`src/rtl/hdlc_rx_pkg.sv`:
```
package hdlc_rx_pkg;
    localparam int unsigned BYTE_W = 8;

    localparam logic [BYTE_W-1:0] FLAG_CODE  = 8'h7E;
    localparam logic [BYTE_W-1:0] ABORT_MASK = 8'h7F;
    localparam logic [BYTE_W-1:0] ESC_CODE   = 8'h1B;
    localparam logic [BYTE_W-1:0] STUFF_MASK = 8'h3F;
    localparam logic [BYTE_W-1:0] STUFF_PAT  = 8'h3E;

    // A data byte that the consumer could mistake for a control code.
    function automatic logic is_ctrl(input logic [BYTE_W-1:0] b);
        return (b == FLAG_CODE) || (b == ABORT_MASK) || (b == ESC_CODE);
    endfunction
endpackage

```
`src/rtl/hdlc_rx_parser.sv`:
```
module hdlc_rx_parser
    import hdlc_rx_pkg::*;
#(
    parameter int unsigned CARRIER_FLAGS = 3,
    parameter int unsigned SPACE_W       = 5
) (
    input  logic                clk_i,
    input  logic                rst_ni,
    input  logic                bit_valid_i,
    input  logic                bit_i,
    input  logic [SPACE_W-1:0]  space_i,
    output logic [1:0]          wr_cnt_o,
    output logic [BYTE_W-1:0]   wr_b0_o,
    output logic [BYTE_W-1:0]   wr_b1_o,
    output logic                receiving_o,
    output logic                carrier_o,
    output logic                overflow_o
);
    localparam int unsigned IDX_W = $clog2(BYTE_W);
    localparam int unsigned CNT_W = $clog2(CARRIER_FLAGS + 1);
    localparam logic [IDX_W-1:0] LAST_IDX = IDX_W'(BYTE_W - 1);
    localparam logic [CNT_W-1:0] CNT_MAX  = CNT_W'(CARRIER_FLAGS);

    typedef struct packed {
        logic [BYTE_W-1:0] hist;
        logic [BYTE_W-1:0] acc;
        logic [IDX_W-1:0]  idx;
        logic [CNT_W-1:0]  flags;
        logic              rx;
        logic              ovf;
    } state_t;

    state_t s_d, s_q;

    logic [BYTE_W-1:0] hist_n;
    logic [BYTE_W-1:0] acc_n;
    logic [1:0]        need;
    logic [BYTE_W-1:0] b0, b1;
    logic              fits;

    always_comb begin
        s_d     = s_q;
        s_d.ovf = 1'b0;
        need    = 2'd0;
        b0      = '0;
        b1      = '0;
        hist_n  = {s_q.hist[BYTE_W-2:0], bit_i};
        acc_n   = s_q.acc | {bit_i, {(BYTE_W-1){1'b0}}};

        if (bit_valid_i) begin
            s_d.hist = hist_n;
            if (hist_n == FLAG_CODE) begin
                // Flag: resynchronise byte assembly, emit a marker.
                s_d.acc = '0;
                s_d.idx = '0;
                need    = 2'd1;
                b0      = FLAG_CODE;
                s_d.rx  = 1'b1;
                if (s_q.flags < CNT_MAX) begin
                    s_d.flags = s_q.flags + 1'b1;
                end
            end else if ((hist_n & ABORT_MASK) == ABORT_MASK) begin
                // Abort pattern or idle ones.
                s_d.rx    = 1'b0;
                s_d.flags = '0;
            end else if (s_q.rx && ((hist_n & STUFF_MASK) != STUFF_PAT)) begin
                if (s_q.idx == LAST_IDX) begin
                    s_d.acc = '0;
                    s_d.idx = '0;
                    if (is_ctrl(acc_n)) begin
                        need = 2'd2;
                        b0   = ESC_CODE;
                        b1   = acc_n;
                    end else begin
                        need = 2'd1;
                        b0   = acc_n;
                    end
                end else begin
                    s_d.acc = acc_n >> 1;
                    s_d.idx = s_q.idx + 1'b1;
                end
            end
        end

        fits = ({{(SPACE_W-2){1'b0}}, need} <= space_i);
        if ((need != 2'd0) && !fits) begin
            s_d.rx    = 1'b0;
            s_d.flags = '0;
            s_d.ovf   = 1'b1;
        end
    end

    always_ff @(posedge clk_i) begin
        if (!rst_ni) begin
            s_q <= '0;
        end else begin
            s_q <= s_d;
        end
    end

    assign wr_cnt_o    = fits ? need : space_i[1:0];
    assign wr_b0_o     = b0;
    assign wr_b1_o     = b1;
    assign receiving_o = s_q.rx;
    assign carrier_o   = (s_q.flags >= CNT_MAX);
    assign overflow_o  = s_q.ovf;
endmodule

```
`src/rtl/hdlc_rx_fifo.sv`:
```
module hdlc_rx_fifo #(
    parameter int unsigned DEPTH = 16,
    parameter int unsigned WIDTH = 8,
    parameter int unsigned CNT_W = $clog2(DEPTH + 1)
) (
    input  logic              clk_i,
    input  logic              rst_ni,
    input  logic [1:0]        wr_cnt_i,
    input  logic [WIDTH-1:0]  wr_d0_i,
    input  logic [WIDTH-1:0]  wr_d1_i,
    input  logic              rd_en_i,
    output logic [WIDTH-1:0]  rd_data_o,
    output logic              empty_o,
    output logic [CNT_W-1:0]  space_o
);
    localparam int unsigned PTR_W = $clog2(DEPTH);

    typedef struct packed {
        logic [PTR_W-1:0] wp;
        logic [PTR_W-1:0] rp;
        logic [CNT_W-1:0] cnt;
    } ptr_t;

    ptr_t p_d, p_q;
    logic [WIDTH-1:0] mem [DEPTH];
    logic             pop;
    logic [PTR_W-1:0] wp_next;

    always_comb begin
        p_d     = p_q;
        pop     = rd_en_i && (p_q.cnt != '0);
        wp_next = p_q.wp + 1'b1;
        p_d.wp  = p_q.wp + PTR_W'(wr_cnt_i);
        if (pop) begin
            p_d.rp = p_q.rp + 1'b1;
        end
        p_d.cnt = p_q.cnt + CNT_W'(wr_cnt_i) - CNT_W'(pop);
    end

    always_ff @(posedge clk_i) begin
        if (!rst_ni) begin
            p_q <= '0;
        end else begin
            p_q <= p_d;
        end
    end

    always_ff @(posedge clk_i) begin
        if (wr_cnt_i != 2'd0) begin
            mem[p_q.wp] <= wr_d0_i;
        end
        if (wr_cnt_i == 2'd2) begin
            mem[wp_next] <= wr_d1_i;
        end
    end

    assign rd_data_o = mem[p_q.rp];
    assign empty_o   = (p_q.cnt == '0);
    assign space_o   = CNT_W'(DEPTH) - p_q.cnt;
endmodule

```
`src/rtl/hdlc_rx_deframer.sv`:
```
module hdlc_rx_deframer
    import hdlc_rx_pkg::*;
#(
    parameter int unsigned FIFO_DEPTH    = 16,
    parameter int unsigned CARRIER_FLAGS = 3
) (
    input  logic              clk_i,
    input  logic              rst_ni,
    input  logic              bit_valid_i,
    input  logic              bit_i,
    input  logic              rd_en_i,
    output logic [BYTE_W-1:0] rd_data_o,
    output logic              rd_empty_o,
    output logic              receiving_o,
    output logic              carrier_o,
    output logic              overflow_o
);
    localparam int unsigned SPACE_W = $clog2(FIFO_DEPTH + 1);

    logic [SPACE_W-1:0] space;
    logic [1:0]         wr_cnt;
    logic [BYTE_W-1:0]  wr_b0, wr_b1;

    hdlc_rx_parser #(
        .CARRIER_FLAGS(CARRIER_FLAGS),
        .SPACE_W      (SPACE_W)
    ) i_parser (
        .clk_i      (clk_i),
        .rst_ni     (rst_ni),
        .bit_valid_i(bit_valid_i),
        .bit_i      (bit_i),
        .space_i    (space),
        .wr_cnt_o   (wr_cnt),
        .wr_b0_o    (wr_b0),
        .wr_b1_o    (wr_b1),
        .receiving_o(receiving_o),
        .carrier_o  (carrier_o),
        .overflow_o (overflow_o)
    );

    hdlc_rx_fifo #(
        .DEPTH(FIFO_DEPTH),
        .WIDTH(BYTE_W),
        .CNT_W(SPACE_W)
    ) i_fifo (
        .clk_i    (clk_i),
        .rst_ni   (rst_ni),
        .wr_cnt_i (wr_cnt),
        .wr_d0_i  (wr_b0),
        .wr_d1_i  (wr_b1),
        .rd_en_i  (rd_en_i),
        .rd_data_o(rd_data_o),
        .empty_o  (rd_empty_o),
        .space_o  (space)
    );
endmodule

```
`config.mk`:
```
export PLATFORM = sky130hd
export DESIGN_NAME = hdlc_rx_deframer
export DESIGN_NICKNAME = d
export VERILOG_FILES = /design/src/rtl/hdlc_rx_pkg.sv /design/src/rtl/hdlc_rx_parser.sv /design/src/rtl/hdlc_rx_fifo.sv /design/src/rtl/hdlc_rx_deframer.sv
export SDC_FILE = /design/constraint.sdc
export NUM_CORES = 1
export LEC_CHECK = 0
export BUFFER_PORTS_ARGS = -buffer_cell sky130_fd_sc_hd__buf_4
export CORE_MARGIN = 2
export CORE_UTILIZATION = 55
export DETAILED_ROUTE_END_ITERATION = 12
export GPL_ROUTABILITY_DRIVEN = 1
export MAX_ROUTING_LAYER = met4
export PLACE_DENSITY = 0.82
export SYNTH_ARGS = -nofsm -noshare
export SYNTH_HDL_FRONTEND = slang
export SYNTH_SLANG_ARGS = --single-unit
export TNS_END_PERCENT = 100
```
`constraint.sdc`:
```
create_clock -name clk_i -period 9.92 [get_ports clk_i]
set_input_delay 0.992 -clock clk_i [delete_from_list [all_inputs] [get_ports clk_i]]
set_output_delay 0.992 -clock clk_i [all_outputs]
set_load 0.005 [all_outputs]
```
; ---- Yosys cells after proc, flatten, opt, wreduce, memory -nomap -nowiden
; Memory sizes are Yosys's and may differ from the RTL's. A register that Yosys moved wholly into a read port is not among the register bits.
; Cells that the tools add are included.
[op_classes]
n_reduce_logical = 16
n_eq_ne = 10
magnitude_cmp = 3
mux = 32
add_sub_neg = 8
bitwise = 2
[ops]
columns = op, n
row1 = 8-bit two-way mux, 12
row2 = "8-bit by 7-bit equality test with 1-bit output, second input constant", 3
row3 = 11-bit two-way mux, 2
row4 = 2-bit two-way mux, 8
row5 = 14-bit two-way mux, 1
row6 = 10-bit two-way mux, 1
row7 = "4-bit by 1-bit adder with 4-bit output, second input constant", 2
row8 = "8-bit by 5-bit equality test with 1-bit output, second input constant", 1
row9 = 4-bit two-way mux, 2
row10 = 8-bit bitwise OR, 1
row11 = 2-bit nonzero test, 4
row12 = "7-bit equality test, second input constant", 1
row13 = "6-bit inequality test, second input constant", 1
row14 = 3-bit AND reduction, 2
row15 = 5-bit by 2-bit adder with 5-bit output, 1
row16 = 2-bit by 5-bit <= comparator with 1-bit output, 1
row17 = 5-bit logical NOT, 1
row18 = 1-bit two-way mux, 5
row19 = 5-bit nonzero test, 1
row20 = 5-bit by 1-bit subtractor with 5-bit output, 1
row21 = "5-bit subtractor, first input constant", 1
row22 = 4-bit by 2-bit adder with 4-bit output, 1
row23 = "3-bit by 1-bit adder with 3-bit output, second input constant", 1
row24 = "3-bit equality test, second input constant", 1
row25 = 13 further kinds, 16
[totals]
out_inout_bits = 12
word_cells = 81
n_memories = 1
inputBits = 5
mem_bits_rw = 128
register_bits = 36
[memory_table]
columns = memory, depth, word_bits, read_ports, rd_clocked_by_memory_dff, wr, line
row1 = i_fifo.mem, 16, 8, 1, 1, 2, hdlc_rx_fifo.sv:25  ; logic [WIDTH-1:0] mem [DEPTH];

; ---- Logic depth before layout (Yosys ltp)
[depth]
word_depth = 15
depth_mapped = 24
ltp_nobuf = 23

; ---- Hierarchy
; Synthesis repeated with hierarchy kept, for this count alone.
[hier_totals]
hier_cells = 634
hier_area_um2 = 8838.5
[by_module_without_submodules]
columns = mod, n_inst, area_per_inst_um2, seq_area_each_um2, cells_per_inst
row1 = hdlc_rx_fifo, 1, 7596.0, 4184.0, 497
row2 = hdlc_rx_parser, 1, 1242.4, 420.4, 137

; ---- Worst setup path after synthesis
; OpenSTA, ideal clock, no wires.
[synth_path]
kind = in2reg
from = input bit_i
to = register i_fifo.p_q[4] (netlist name)
cell_stages = 21
t_arrival_ns = 4.697
n_path_buf = 3
slack_ns = 5.153
setup_ns = 0.070
required_ns = 9.850
path_cell_list = clkbuf_1 nand2b_1 a31oi_1 a21oi_1 nor2_1 inv_1 ha_1 a21boi_0 o221a_2 a211oi_2 buf_4 buf_8 a21o_1 inv_1 ha_1 inv_1 ha_1 a21oi_1 nor2_1 or3_1 a21oi_1
[synth_between]
elab_chain_len = 14
word_cells_on_any_way = 20
classes_between = 2 x add/sub / 1 x order compare / 6 x eq/ne / 7 x mux / 1 x bitwise / 3 x reduce/logical
[synth_rtl]
columns = element, line
row1 = "start, declared", hdlc_rx_deframer.sv:10  ; input logic bit_i,
row2 = 8-bit bitwise OR, hdlc_rx_parser.sv:48  ; acc_n = s_q.acc | {bit_i, {(BYTE_W-1){1'b0}}};
row3 = 8-bit by 7-bit equality test with 1-bit output, hdlc_rx_pkg.sv:12  ; return (b == FLAG_CODE) || (b == ABORT_MASK) || (b == ESC_CODE);
row4 = 1-bit logical OR (2 in a row), hdlc_rx_pkg.sv:12
row5 = 2-bit two-way mux, hdlc_rx_parser.sv:70  ; if (is_ctrl(acc_n)) begin
row6 = 2-bit two-way mux, hdlc_rx_parser.sv:67  ; if (s_q.idx == LAST_IDX) begin
row7 = 2-bit two-way mux, hdlc_rx_parser.sv:66  ; end else if (s_q.rx && ((hist_n & STUFF_MASK) != STUFF_PAT)) begin
row8 = 2-bit two-way mux, hdlc_rx_parser.sv:62  ; end else if ((hist_n & ABORT_MASK) == ABORT_MASK) begin
row9 = 2-bit two-way mux (*), hdlc_rx_parser.sv:52  ; if (hist_n == FLAG_CODE) begin
row10 = 2-bit two-way mux (*), hdlc_rx_parser.sv:50  ; if (bit_valid_i) begin
row11 = 2-bit by 5-bit <= comparator with 1-bit output, hdlc_rx_parser.sv:85  ; fits = ({{(SPACE_W-2){1'b0}}, need} <= space_i);
row12 = 2-bit two-way mux (*), hdlc_rx_parser.sv:101  ; assign wr_cnt_o = fits ? need : space_i[1:0];
row13 = 5-bit by 2-bit adder with 5-bit output (*), hdlc_rx_fifo.sv:37  ; p_d.cnt = p_q.cnt + CNT_W'(wr_cnt_i) - CNT_W'(pop);
row14 = 5-bit by 1-bit subtractor with 5-bit output (*), hdlc_rx_fifo.sv:37
row15 = "end signal, assigned", hdlc_rx_fifo.sv:44  ; p_q <= p_d;
row16 = "end, declared", hdlc_rx_fifo.sv:24  ; ptr_t p_d, p_q;
; Mark *: on every way between the ends. The rest lies on a longest branch, timed or not.
; A chain may end at the register's enable or synchronous reset.

==> results.md <==
- Total power draw: 1.92 mW
- Mapped Nets: 647
- Most frequent cell on the critical path: ha_1
- WL/cell: 22.4 um
- Row count: 45
- GRT Total Usage: 0.244
- Layout Nets: 642
- Leading area contributor after synthesis: edfxtp_1
- Critical Path RT: 9.92 ns
- Die outline width: 130 um
- CP endpoint kind: flip-flop
- Crit-path slowest cell: o2111ai_2
- Initial antenna violation count: 0
- Final setup violation count: 0
- CTS Buf Count: 17
- Post-route clock period utilization: 0.492
- Overflow after GRT: 0
- Fin. Hold Viols: 0
- Routability congestion estimate: 0.839
- Finished Core Util: 0.625
- Clock slew at reported path FFs: 0.06 ns
- Yosys reg bits: 166
- Hold_buf cts: 0
- CTS-repair resized insts: 0
- Placed instance count: 810
- Fmax: 205 MHz
- Number of global-route vias before repair: 5148
- CTS tree: yes
- Drt pass-1 iters: 5
- Final WL: 18800 um
- Crit start category: flip-flop
- Core Region: 15300 sq um
- Top area cells in the synthesized netlist: edfxtp_1 (44%), mux2i_1 (14%), mux4_2 (10%)
- Post-synth top area share: 0.442
- Initial Util: 0.568
- Area Growth Syn to Fin: 10.1%
- CTS root buf: clkbuf_16
- P_leak: 3.96 nW
- Clock insertion delay at the later pin of the skew report: 0.43 ns
- Max H-tree Level: 4
- Crit path DAT: 4.88 ns
- Outcome: complete, no violations
- Clk_skew: 0.00890 ns
- Inserted Diodes: 0
- Ys async rst share: 0
- Post-CTS Setup Repair Bufs: 0
- First-pass GRT wire length: 29500 um
- CP peak stage delay: 0.67 ns
- Maximum clock path buffer count: 2
- WS Path Type: reg -> reg
- Synth Instances: 623
- Non-Filler Instances: 842
- Area after DPL: 8970 sq um
- Routed vias: 5269
- Clock net sink count: 166
- Drt first-iter violations: 658
- I/O pins: 17
- Worst path cell trace: ha_1 > ha_1 > nand2_1 > a31oi_1 > a21oi_1 > nor2_1 > inv_1 > ha_1 > a21boi_0 > o221a_2 > a211oi_4 > buf_4 > o2111ai_2 > o21ai_0
- CP Max Fanout: 19
- Final Max Tran Viols: 0
- Die area: 16800 sq um
- Tmin final: 4.88 ns
- RSZ-0062 raised after global routing: no
- Max_cap viols: 0
- Synthesis warning total: 0
- Post-synth EDFFs: 128
- Slew @ Worst Pin: 1.29 ns
- Vias per cell: 6.26
- IR drop worst, VDD: 0.129 mV
- DIE HEIGHT: 130 um
- Layout cells sized above 1: 0.195
- Slew headroom: 0.131
- Setup tns final: 0 ns
- Most used flip-flop cell after synthesis: edfxtp_1
- Hold WC Path Type: reg -> reg
- Mapped cell area: 8700 sq um
- Cell variety after synth: 56
- Post-Layout Inst Area: 9570 sq um
- Dpl hpwl: 12300 um
- IO buf count: 16
- Pin count of the biggest net entering global routing: 49
- Routed Antenna Nets: 0
- DRC: 0
- Syn Area/Cell: 14.0 sq um
- Post-synthesis sequential area ratio: 0.529
- Power Dens Cells: 200 nW/um^2
==> state kept, by name (all words and copies together), names as in the netlist, named ones only <==
signal                cells
i_fifo.mem              128
i_parser.receiving_o      1
i_parser.hist_n           7
i_parser.s_q             12
i_fifo.p_q               13
i_parser.overflow_o       1
==> cell usage after synthesis (all sizes together) (3+ instances only) <==
cell type,count
edfxtp,128
mux2i,120
mux4,40
clkbuf,38
dfxtp,38
nor2,30
nand2,27
nor2b,24
ha,17
inv,17
o21ai,17
a21oi,16
buf,13
o211ai,12
nand3,8
a21o,7
nor4b,7
and2,6
nor3,6
o2111ai,6
and3,4
xnor2,4
xor2,4
and4,3
nand4,3
==> metal layers <==
layer | up-vias | wire length, um | track usage
met5 | - | 0 | -
met4 | 0 | 283 | 0.0658
met3 | 23 | 1120 | 0.0496
met2 | 189 | 9760 | 0.396
met1 | 2680 | 7650 | 0.316
li1 | 2377 | - | -
==> path summary, 6_finish.rpt <==
check	start	endpoint	slack, ns	cells past startpoint
setup / recovery	i_parser.s_q[4]$_SDFFE_PN0P_	i_fifo.mem[12][7]$_DFFE_PP_	5.04	14
hold / removal	i_parser.s_q[4]$_SDFFE_PN0P_	i_parser.s_q[4]$_SDFFE_PN0P_	0.48	2
setup reg to reg	i_parser.s_q[4]$_SDFFE_PN0P_	i_fifo.mem[12][7]$_DFFE_PP_	5.04	14
hold reg to reg	i_parser.s_q[4]$_SDFFE_PN0P_	i_parser.s_q[4]$_SDFFE_PN0P_	0.48	2
==> critical path: cells and delay by family (launching register included) <==
kind                     cells  cell delay, ns
AO/OA/AOI/OAI                7            2.63
adder cells (fa/ha/maj)      3            0.75
buffers and inverters        2            0.36
flip-flops                   1            0.35
AND/OR/NAND/NOR              2            0.34
==> placed cells by master, fill, tap and decap left out, drive strengths merged, types with 3 or more instances in the layout <==
cell     instances
and2             6
clkbuf          27
buf             27
and3             4
clkinv           3
mux4            40
nand3            8
o2111ai          6
ha              17
a21o             7
nand2           27
nor3             6
inv             18
o211ai          12
nor2            30
nor2b           24
a21oi           16
nand4            3
mux2i          120
xnor2            4
and4             3
dfxtp           38
nor4b            7
o21ai           17
xor2             4
edfxtp         128
==> cell type report <==
cell class	count	area [sq um]
multi-input cells	389	3830
clock inverters	5	58.8
repair buffers	27	203
inverters	17	63.8
well taps	211	264
clock buffers	27	544
flip-flops and latches	166	4610
fillers	1137	5740
==> cells by family after synthesis <==
| family | Yosys count | synth area share |
|---|---|---|
| flip-flops | 166 | 0.529 |
| multiplexers | 160 | 0.242 |
| AND/OR/NAND/NOR | 126 | 0.0783 |
| AO/OA/AOI/OAI | 76 | 0.0800 |
| buffers and inverters | 68 | 0.0334 |
| adder cells (fa/ha/maj) | 19 | 0.0291 |
| XOR/XNOR | 8 | 0.00806 |
==> per-stage QoR <==
| step | worst slack (ns) | hold WS, ns |
|---|---|---|
| floorplan | 5.15 | 0.436 |
| global placement | 4.84 | 0.443 |
| detailed placement | 4.67 | 0.469 |
| CTS | 5.02 | 0.480 |
| global route | 4.74 | 0.509 |
| finish | 5.04 | 0.476 |
==> report_power, final <==
group	switching, mW	total, mW	leakage [nW]	internal (mW)
sequential	0.0267	0.795	1.49	0.769
clock	0.267	0.669	0.299	0.402
combinational	0.240	0.454	2.17	0.214
(Power assumes the default switching activity.)
